## src/rtl/pwm_bank_pkg.sv

```systemverilog
`timescale 1ns/1ps
package pwm_bank_pkg;
   typedef enum logic {
      CNT_DOWN = 1'b0,
      CNT_UP   = 1'b1
   } cnt_dir_e;

   localparam int unsigned MIN_CNT_W  = 2;
   localparam int unsigned MIN_NUM_CH = 1;
endpackage

```

## src/rtl/pwm_updown_counter.sv

```systemverilog
`timescale 1ns/1ps
module pwm_updown_counter
   import pwm_bank_pkg::*;
#(
   parameter int unsigned CNT_W = 8
) (
   input  logic             clk,
   input  logic             blank,
   input  logic             enable,
   output logic [CNT_W-1:0] count,
   output logic             at_top,
   output logic             at_bottom
);
   localparam logic [CNT_W-1:0] TOP_V     = '1;
   localparam logic [CNT_W-1:0] BOT_V     = '0;
   localparam logic [CNT_W-1:0] NEAR_TOP  = {{(CNT_W-1){1'b1}}, 1'b0};
   localparam logic [CNT_W-1:0] NEAR_BOT  = {{(CNT_W-1){1'b0}}, 1'b1};

   cnt_dir_e dir_q;

   always_ff @(posedge clk or posedge blank) begin
      if (blank) begin
         count <= TOP_V;
         dir_q <= CNT_DOWN;
      end else if (enable) begin
         if (dir_q == CNT_DOWN) begin
            count <= count - 1'b1;
            if (count == NEAR_BOT) dir_q <= CNT_UP;
         end else begin
            count <= count + 1'b1;
            if (count == NEAR_TOP) dir_q <= CNT_DOWN;
         end
      end
   end

   assign at_top    = (count == TOP_V);
   assign at_bottom = (count == BOT_V);

   p_step_r2: assert property (@(posedge clk) disable iff (blank)
      (enable && !at_top && !at_bottom) |=>
         ((count == CNT_W'($past(count) + 1'b1)) || (count == CNT_W'($past(count) - 1'b1))));

   p_turn_low_r3: assert property (@(posedge clk) disable iff (blank)
      (enable && at_bottom) |=> (count == NEAR_BOT));

   p_turn_high_r3: assert property (@(posedge clk) disable iff (blank)
      (enable && at_top) |=> (count == NEAR_TOP));

   p_hold_cnt_r4: assert property (@(posedge clk) disable iff (blank)
      !enable |=> $stable(count));
endmodule

```

## src/rtl/pwm_match_channel.sv

```systemverilog
`timescale 1ns/1ps
module pwm_match_channel #(
   parameter int unsigned CNT_W          = 8,
   parameter bit          STORE_INVERTED = 1'b1
) (
   input  logic             clk,
   input  logic             blank,
   input  logic             enable,
   input  logic             load,
   input  logic             at_edge,
   input  logic [CNT_W-1:0] count,
   input  logic [CNT_W-1:0] data_in,
   output logic             pwm
);
   logic [CNT_W-1:0] stored_q;
   logic             equal;
   logic             hit;

   generate
      if (STORE_INVERTED) begin : g_inv_store
         always_ff @(posedge clk or posedge blank) begin
            if (blank)     stored_q <= '0;
            else if (load) stored_q <= ~data_in;
         end
         assign equal = (count == stored_q);
      end else begin : g_plain_store
         always_ff @(posedge clk or posedge blank) begin
            if (blank)     stored_q <= '1;
            else if (load) stored_q <= data_in;
         end
         assign equal = (count == ~stored_q);
      end
   endgenerate

   assign hit = enable & ~at_edge & equal;

   always_ff @(posedge clk or posedge blank) begin
      if (blank) pwm <= 1'b0;
      else       pwm <= pwm ^ hit;
   end

   p_hold_out_r4: assert property (@(posedge clk) disable iff (blank)
      !enable |=> $stable(pwm));

   p_extreme_quiet_r8: assert property (@(posedge clk) disable iff (blank)
      (enable && at_edge) |=> $stable(pwm));

   p_latch_at_top_r7: assert property (@(posedge clk) disable iff (blank)
      !load |=> $stable(stored_q));
endmodule

```

## src/rtl/pwm_bank.sv

```systemverilog
`timescale 1ns/1ps
module pwm_bank
   import pwm_bank_pkg::*;
#(
   parameter int unsigned NUM_CH         = 32,
   parameter int unsigned CNT_W          = 8,
   parameter bit          STORE_INVERTED = 1'b1
) (
   input  logic                    clk,
   input  logic                    blank,
   input  logic                    enable,
   input  logic [NUM_CH*CNT_W-1:0] ch_data,
   output logic [NUM_CH-1:0]       pwm_out
);
   localparam int unsigned BUS_W = NUM_CH * CNT_W;

   generate
      if (CNT_W < MIN_CNT_W) begin : g_bad_width
         initial $fatal(1, "pwm_bank: CNT_W must be at least %0d", MIN_CNT_W);
      end
      if (NUM_CH < MIN_NUM_CH) begin : g_bad_count
         initial $fatal(1, "pwm_bank: NUM_CH must be at least %0d", MIN_NUM_CH);
      end
      if (BUS_W != $bits(ch_data)) begin : g_bad_bus
         initial $fatal(1, "pwm_bank: data bus width mismatch");
      end
   endgenerate

   logic [CNT_W-1:0] count;
   logic             at_top;
   logic             at_bottom;
   logic             at_edge;
   logic             load_now;

   pwm_updown_counter #(
      .CNT_W (CNT_W)
   ) counter_i (
      .clk       (clk),
      .blank     (blank),
      .enable    (enable),
      .count     (count),
      .at_top    (at_top),
      .at_bottom (at_bottom)
   );

   assign at_edge  = at_top | at_bottom;
   assign load_now = enable & at_top;

   generate
      for (genvar ch = 0; ch < NUM_CH; ch++) begin : g_ch
         pwm_match_channel #(
            .CNT_W          (CNT_W),
            .STORE_INVERTED (STORE_INVERTED)
         ) chan_i (
            .clk     (clk),
            .blank   (blank),
            .enable  (enable),
            .load    (load_now),
            .at_edge (at_edge),
            .count   (count),
            .data_in (ch_data[ch*CNT_W +: CNT_W]),
            .pwm     (pwm_out[ch])
         );
      end
   endgenerate

   p_restart_top_r2: assert property (@(posedge clk) disable iff (blank)
      $fell(blank) |-> at_top);
endmodule

```

## config.mk

```make
export PLATFORM = sky130hd
export DESIGN_NAME = pwm_bank
export DESIGN_NICKNAME = d
export VERILOG_FILES = /design/src/rtl/pwm_bank_pkg.sv /design/src/rtl/pwm_updown_counter.sv /design/src/rtl/pwm_match_channel.sv /design/src/rtl/pwm_bank.sv
export SDC_FILE = /design/constraint.sdc
export NUM_CORES = 1
export LEC_CHECK = 0
export ABC_CLOCK_PERIOD_IN_PS = 18700
export BUFFER_PORTS_ARGS = -buffer_cell sky130_fd_sc_hd__clkbuf_2
export CORE_UTILIZATION = 55
export DETAILED_ROUTE_END_ITERATION = 12
export MAX_ROUTING_LAYER = met4
export PLACE_DENSITY = 0.78
export SKIP_CTS_REPAIR_TIMING = 1
export SLEW_MARGIN = 20
export SYNTH_ARGS = -nofsm -noshare
export SYNTH_HDL_FRONTEND = slang
export SYNTH_SLANG_ARGS = --single-unit
```

## constraint.sdc

```tcl
create_clock -name clk -period 18.7 [get_ports clk]
set_input_delay 2.805 -clock clk [delete_from_list [all_inputs] [get_ports clk]]
set_output_delay 2.805 -clock clk [all_outputs]
set_load 0.01 [all_outputs]
```

Word-level counts from Yosys, hierarchy flattened
Index checks and enable logic that the tools add are counted.
W data, S select, Z words.
{"block": "word_totals", "reg_bits": 297, "in_bits": 259, "output_inout_bits": 32}
{"block": "classes", "addsub": 2, "n_eq_ne": 35, "mux": 4, "bitwise": 100, "n_reduce_logical": 1}
{"operator": "$eq A8 B8 Y1", "count": 32}
{"operator": "$not A8 Y8", "count": 32}
{"operator": "$and A1 B1 Y1", "count": 34}
{"operator": "$xor A1 B1 Y1", "count": 32}
{"operator": "$eq A8 B8 Y1 const B", "count": 2}
{"operator": "$add A8 B1 Y8 const B", "count": 1}
{"operator": "$eq A8 B1 Y1 const B", "count": 1}
{"operator": "$logic_not A8 Y1", "count": 1}
{"operator": "$mux W8", "count": 1}
{"operator": "$sub A8 B1 Y8 const B", "count": 1}
{"operator": "$mux W1", "count": 3}
{"operator": "$not A1 Y1", "count": 1}
{"operator": "$or A1 B1 Y1", "count": 1}

Logic depth before layout (Yosys ltp)
{"block": "logic_depth", "depth_word": 6, "mapped_depth": 9, "mapped_depth_nobuf": 6}

By module
Synthesis repeated with hierarchy kept, for this count alone.
{"block": "unflattened", "hier_cells": 1375, "hier_area_um2": 14062.2}
{"mod": "pwm_match_channel", "n_inst": 32, "cells_each": 41, "area_each_um2": 420.4, "seq_area_each_um2": 225.2}
{"mod": "pwm_updown_counter", "n_inst": 1, "cells_each": 61, "area_each_um2": 596.8, "seq_area_each_um2": 235.2}
{"mod": "pwm_bank", "n_inst": 1, "cells_each": 2, "area_each_um2": 12.5, "seq_area_each_um2": 0.0}

Least setup slack after synthesis
Ideal clock, no wire load.
{"block": "synth_path", "path_kind": "input -> register", "startpoint": "input enable", "endpoint": "register g_ch[0].chan_i.pwm", "arrival_ns": 3.921, "t_required_ns": 18.621, "slack_ns": 14.699, "path_stages": 5, "path_cell_list": "clkbuf_1 o41ai_4 buf_6 nor4_1 xor2_1"}
{"block": "synth_between", "elab_chain_len": 3}
{"element": "start: declaration", "line_no": "pwm_bank.sv:11", "rtl": "input logic enable,"}
{"element": "$and A1 B1 Y1 (2 in series)", "line_no": "pwm_match_channel.sv:35", "rtl": "assign hit = enable & ~at_edge & equal;"}
{"element": "$xor A1 B1 Y1", "line_no": "pwm_match_channel.sv:39", "rtl": "else pwm <= pwm ^ hit;"}
{"element": "end signal: assignment", "line_no": "pwm_match_channel.sv:39"}
{"element": "end: declaration", "line_no": "pwm_match_channel.sv:13", "rtl": "output logic pwm"}
Every way passes these cells.
A chain may end at the register's enable or synchronous reset.

Worst setup path after layout
{"block": "layout_path", "startpoint": "input enable", "endpoint": "register g_ch[21].chan_i.stored_q[2]"}
{"block": "layout_between", "elab_chain_len": 1}
{"element": "$and A1 B1 Y1", "line_no": "pwm_bank.sv:47", "rtl": "assign load_now = enable & at_top;"}
{"element": "end signal: assignment", "line_no": "pwm_match_channel.sv:23", "rtl": "else if (load) stored_q <= ~data_in;"}
{"element": "end: declaration", "line_no": "pwm_match_channel.sv:15", "rtl": "logic [CNT_W-1:0] stored_q;"}
Every way passes these cells.

==> reports/metrics.yaml <==
floorplan:
  rows: 57
  core_mm2: 0.0245
  die_area_mm2: 0.0258
  boundaryPins: 291
  die_h_um: 161
  die_w_um: 161
  initial_core_util_pct: 56.5
job:
  drv_cap: 0
place:
  place_inst: 1870
  hpwl_mm: 21.0
  io_buffers: 290
  place.gp.congestion: 0.827
synth:
  synth_edf_count: 0
  post_synth_instance_area_mm2: 0.0138
  avgSynthCellArea_um2: 10.1
  synthArstFlopShare_pct: 100
  syn_nets: 1634
  syn_inst: 1370
  synth_top_flop_cell: "dfrtp_1"
  synth_area_leaders: "dfrtp_1, xnor2_1, o21ai_0"
  synth_top_area_share_pct: 52.3
  yosysWarnings: 0
  yosysMostFrequentCell: "dfrtp_1"
  ys_seq_elements: 297
  yosysSeqAreaShare_pct: 53.8
  yosysTopAreaCell: "dfrtp_1"
  ys_types: 30
  synth.cells.most_frequent: "dfrtp_1, xnor2_1, nand2_1"
worst_setup_path:
  path_max_fanout: 138
  slowest_delay_ns: 0.71
  critical_path_class: "in2reg"
  cp_slowest_cell: "buf_4"
  arrival_ns: 5.22
  end_kind: "flip-flop"
  cp.required_ns: 19.03
  worstRegToRegCells: 7
  cp-start-kind: "primary input"
  worstPathCellList: "clkbuf_2 -> nand4_1 -> buf_6 -> buf_4 -> o21ai_0"
run_status:
  status: "complete, no violations"
cells_and_area:
  nets: 1848
  nFillCells: 1934
  fin_util_pct: 66.7
  area_delta_synth_final_pct: 18.0
  drive_above_1_share_pct: 23.1
  instances_no_fill: 1938
cts:
  cts_buffer_depth: 3
  tritoncts: "built"
  cts_buffers: 34
  cts_sinks: 297
  htreeDepth: 2
  clkTransAtPathRegs_ns: 0.06
  clock-root-buffer: "clkbuf_16"
  insertion_delay_ns: 0.51
sta:
  period_share_pct: 26.1
  fin_skew_ns: 0.0186
  drv_slew: 0
  final.min_clock_period_ns: 4.89
  rsz0062_at_grt: "no"
  finalHoldViolCount: 0
  maxSlewHeadroom_pct: 35.2
  max_freq_mhz: 205
  setup_viol: 0
  tightest_slew_ns: 0.972
  fin_setup_tns_ns: 0
power_and_ir_drop:
  powerDensity_mw_per_mm2: 120
  power.static_leakage_nw: 7.26
  ir_drop_v: 0.0000897
detailed_routing:
  drt_pass1_iterations: 5
  initialDrtViolationCount: 778
  routed_via_density: 5.25
  post_drt_wl_per_cell_um: 17.3
  num_vias: 10200
  wl_mm: 33.5
  drc_errors: 0
  postRouteAntennaNets: 0
global_route:
  grt_pass1_vias: 10300
  grt_start_max_net_pins: 139
  antenna_found_initial: 6
  overflow: 0
  grt_pass1_wl_mm: 53.8
  grt_usage_pct: 27.5
worst_hold_path:
  hold_depth: 1
  hp-class: "reg2reg"
==> report_power, final <==
group | switching (W) | internal, W
sequential | 0.0000324 | 0.000691
clock | 0.000259 | 0.000385
combinational | 0.000336 | 0.000247
total | 0.000627 | 0.00132
==> sequential cells by signal, indices dropped and copies added (netlist names) <==
name and count:
g_ch.chan_i.pwm 32, counter_i.count 8, counter_i.dir_q 1, g_ch.chan_i.stored_q 256
==> metal layers <==
| layer | GRT usage [%] | wire [um] |
|---|---|---|
| met5 | - | 0 |
| met4 | 9.18 | 926 |
| met3 | 6.71 | 2300 |
| met2 | 43.6 | 15900 |
| met1 | 34.7 | 14400 |
==> per-stage QoR <==
stage	instance area, um2	power (W)	setup slack [ns]	hold WS (ns)
after CTS	16300	0.00197	13.38	0.470
after detailed placement	15100	0.00131	12.88	0.460
final	16300	0.00195	13.81	0.464
after global routing	16300	0.00204	13.52	0.475
after global placement	15100	0.00131	13.03	0.456
after floorplan	13800	0.00119	7.70	0.443
==> placed cells by master (no fill, tap or decap), drive strengths merged <==
| cell type | n |
|---|---|
| dfrtp | 289 |
| nor4 | 32 |
| o211ai | 1 |
| nand4 | 67 |
| buf | 17 |
| ha | 5 |
| or4 | 2 |
| a41o | 1 |
| a21boi | 1 |
| clkinv | 7 |
| and4 | 1 |
| diode | 6 |
| o21ai | 260 |
| and2 | 2 |
| nor3 | 3 |
| o41ai | 2 |
| inv | 7 |
| nor2 | 1 |
| xor2 | 34 |
| clkbuf | 342 |
| dfstp | 8 |
| a41oi | 1 |
| and3 | 3 |
| xnor2 | 262 |
| nand2 | 260 |
==> critical path, delay by kind of cell <==
family	cells	cell delay, ns
buf+inv	3	1.59
simple gates	1	0.52
compound gates	1	0.20
==> cell families (layout without fill, tap and decap cells) <==
family | count (synthesis) | in the layout | share of synthesized area (%)
other cells | 0 | 6 | 0
fa+ha+maj | 5 | 5 | 0.452
xor+xnor | 296 | 296 | 18.7
simple gates | 371 | 371 | 12.1
flops | 297 | 297 | 53.8
buf+inv | 135 | 373 | 4.97
compound gates | 266 | 266 | 9.92
==> final cells by class <==
| cell class | count | area, um2 | area share [%] |
|---|---|---|---|
| sequential | 297 | 7440 | 45.6 |
| timing repair buffer | 307 | 1620 | 9.91 |
| multi-input combinational | 938 | 5700 | 34.9 |
| inverter | 6 | 30.0 | 0.184 |
| antenna | 6 | 15.0 | 0.0920 |
| clock buffer | 52 | 1040 | 6.37 |
| tap | 324 | 405 | 2.48 |
| clock inverter | 8 | 68.8 | 0.422 |
==> path summary, 6_finish.rpt <==
path,from,endpoint,slack [ns]
worst max-delay path,enable,g_ch[21].chan_i.stored_q[2]$_DFFE_PP0P_,13.81
min in group asynchronous,blank,g_ch[3].chan_i.stored_q[3]$_DFFE_PP0P_,2.51
worst max register to register,counter_i.count[3]$_DFFE_PP1P_,g_ch[30].chan_i.stored_q[2]$_DFFE_PP0P_,14.98
worst min-delay path,g_ch[26].chan_i.pwm$_DFF_PP0_,g_ch[26].chan_i.pwm$_DFF_PP0_,0.46
worst min register to register,g_ch[26].chan_i.pwm$_DFF_PP0_,g_ch[26].chan_i.pwm$_DFF_PP0_,0.46
max in group asynchronous,blank,g_ch[11].chan_i.stored_q[0]$_DFFE_PP0P_,14.84
Note: power is estimated with default switching activity, not from simulation.
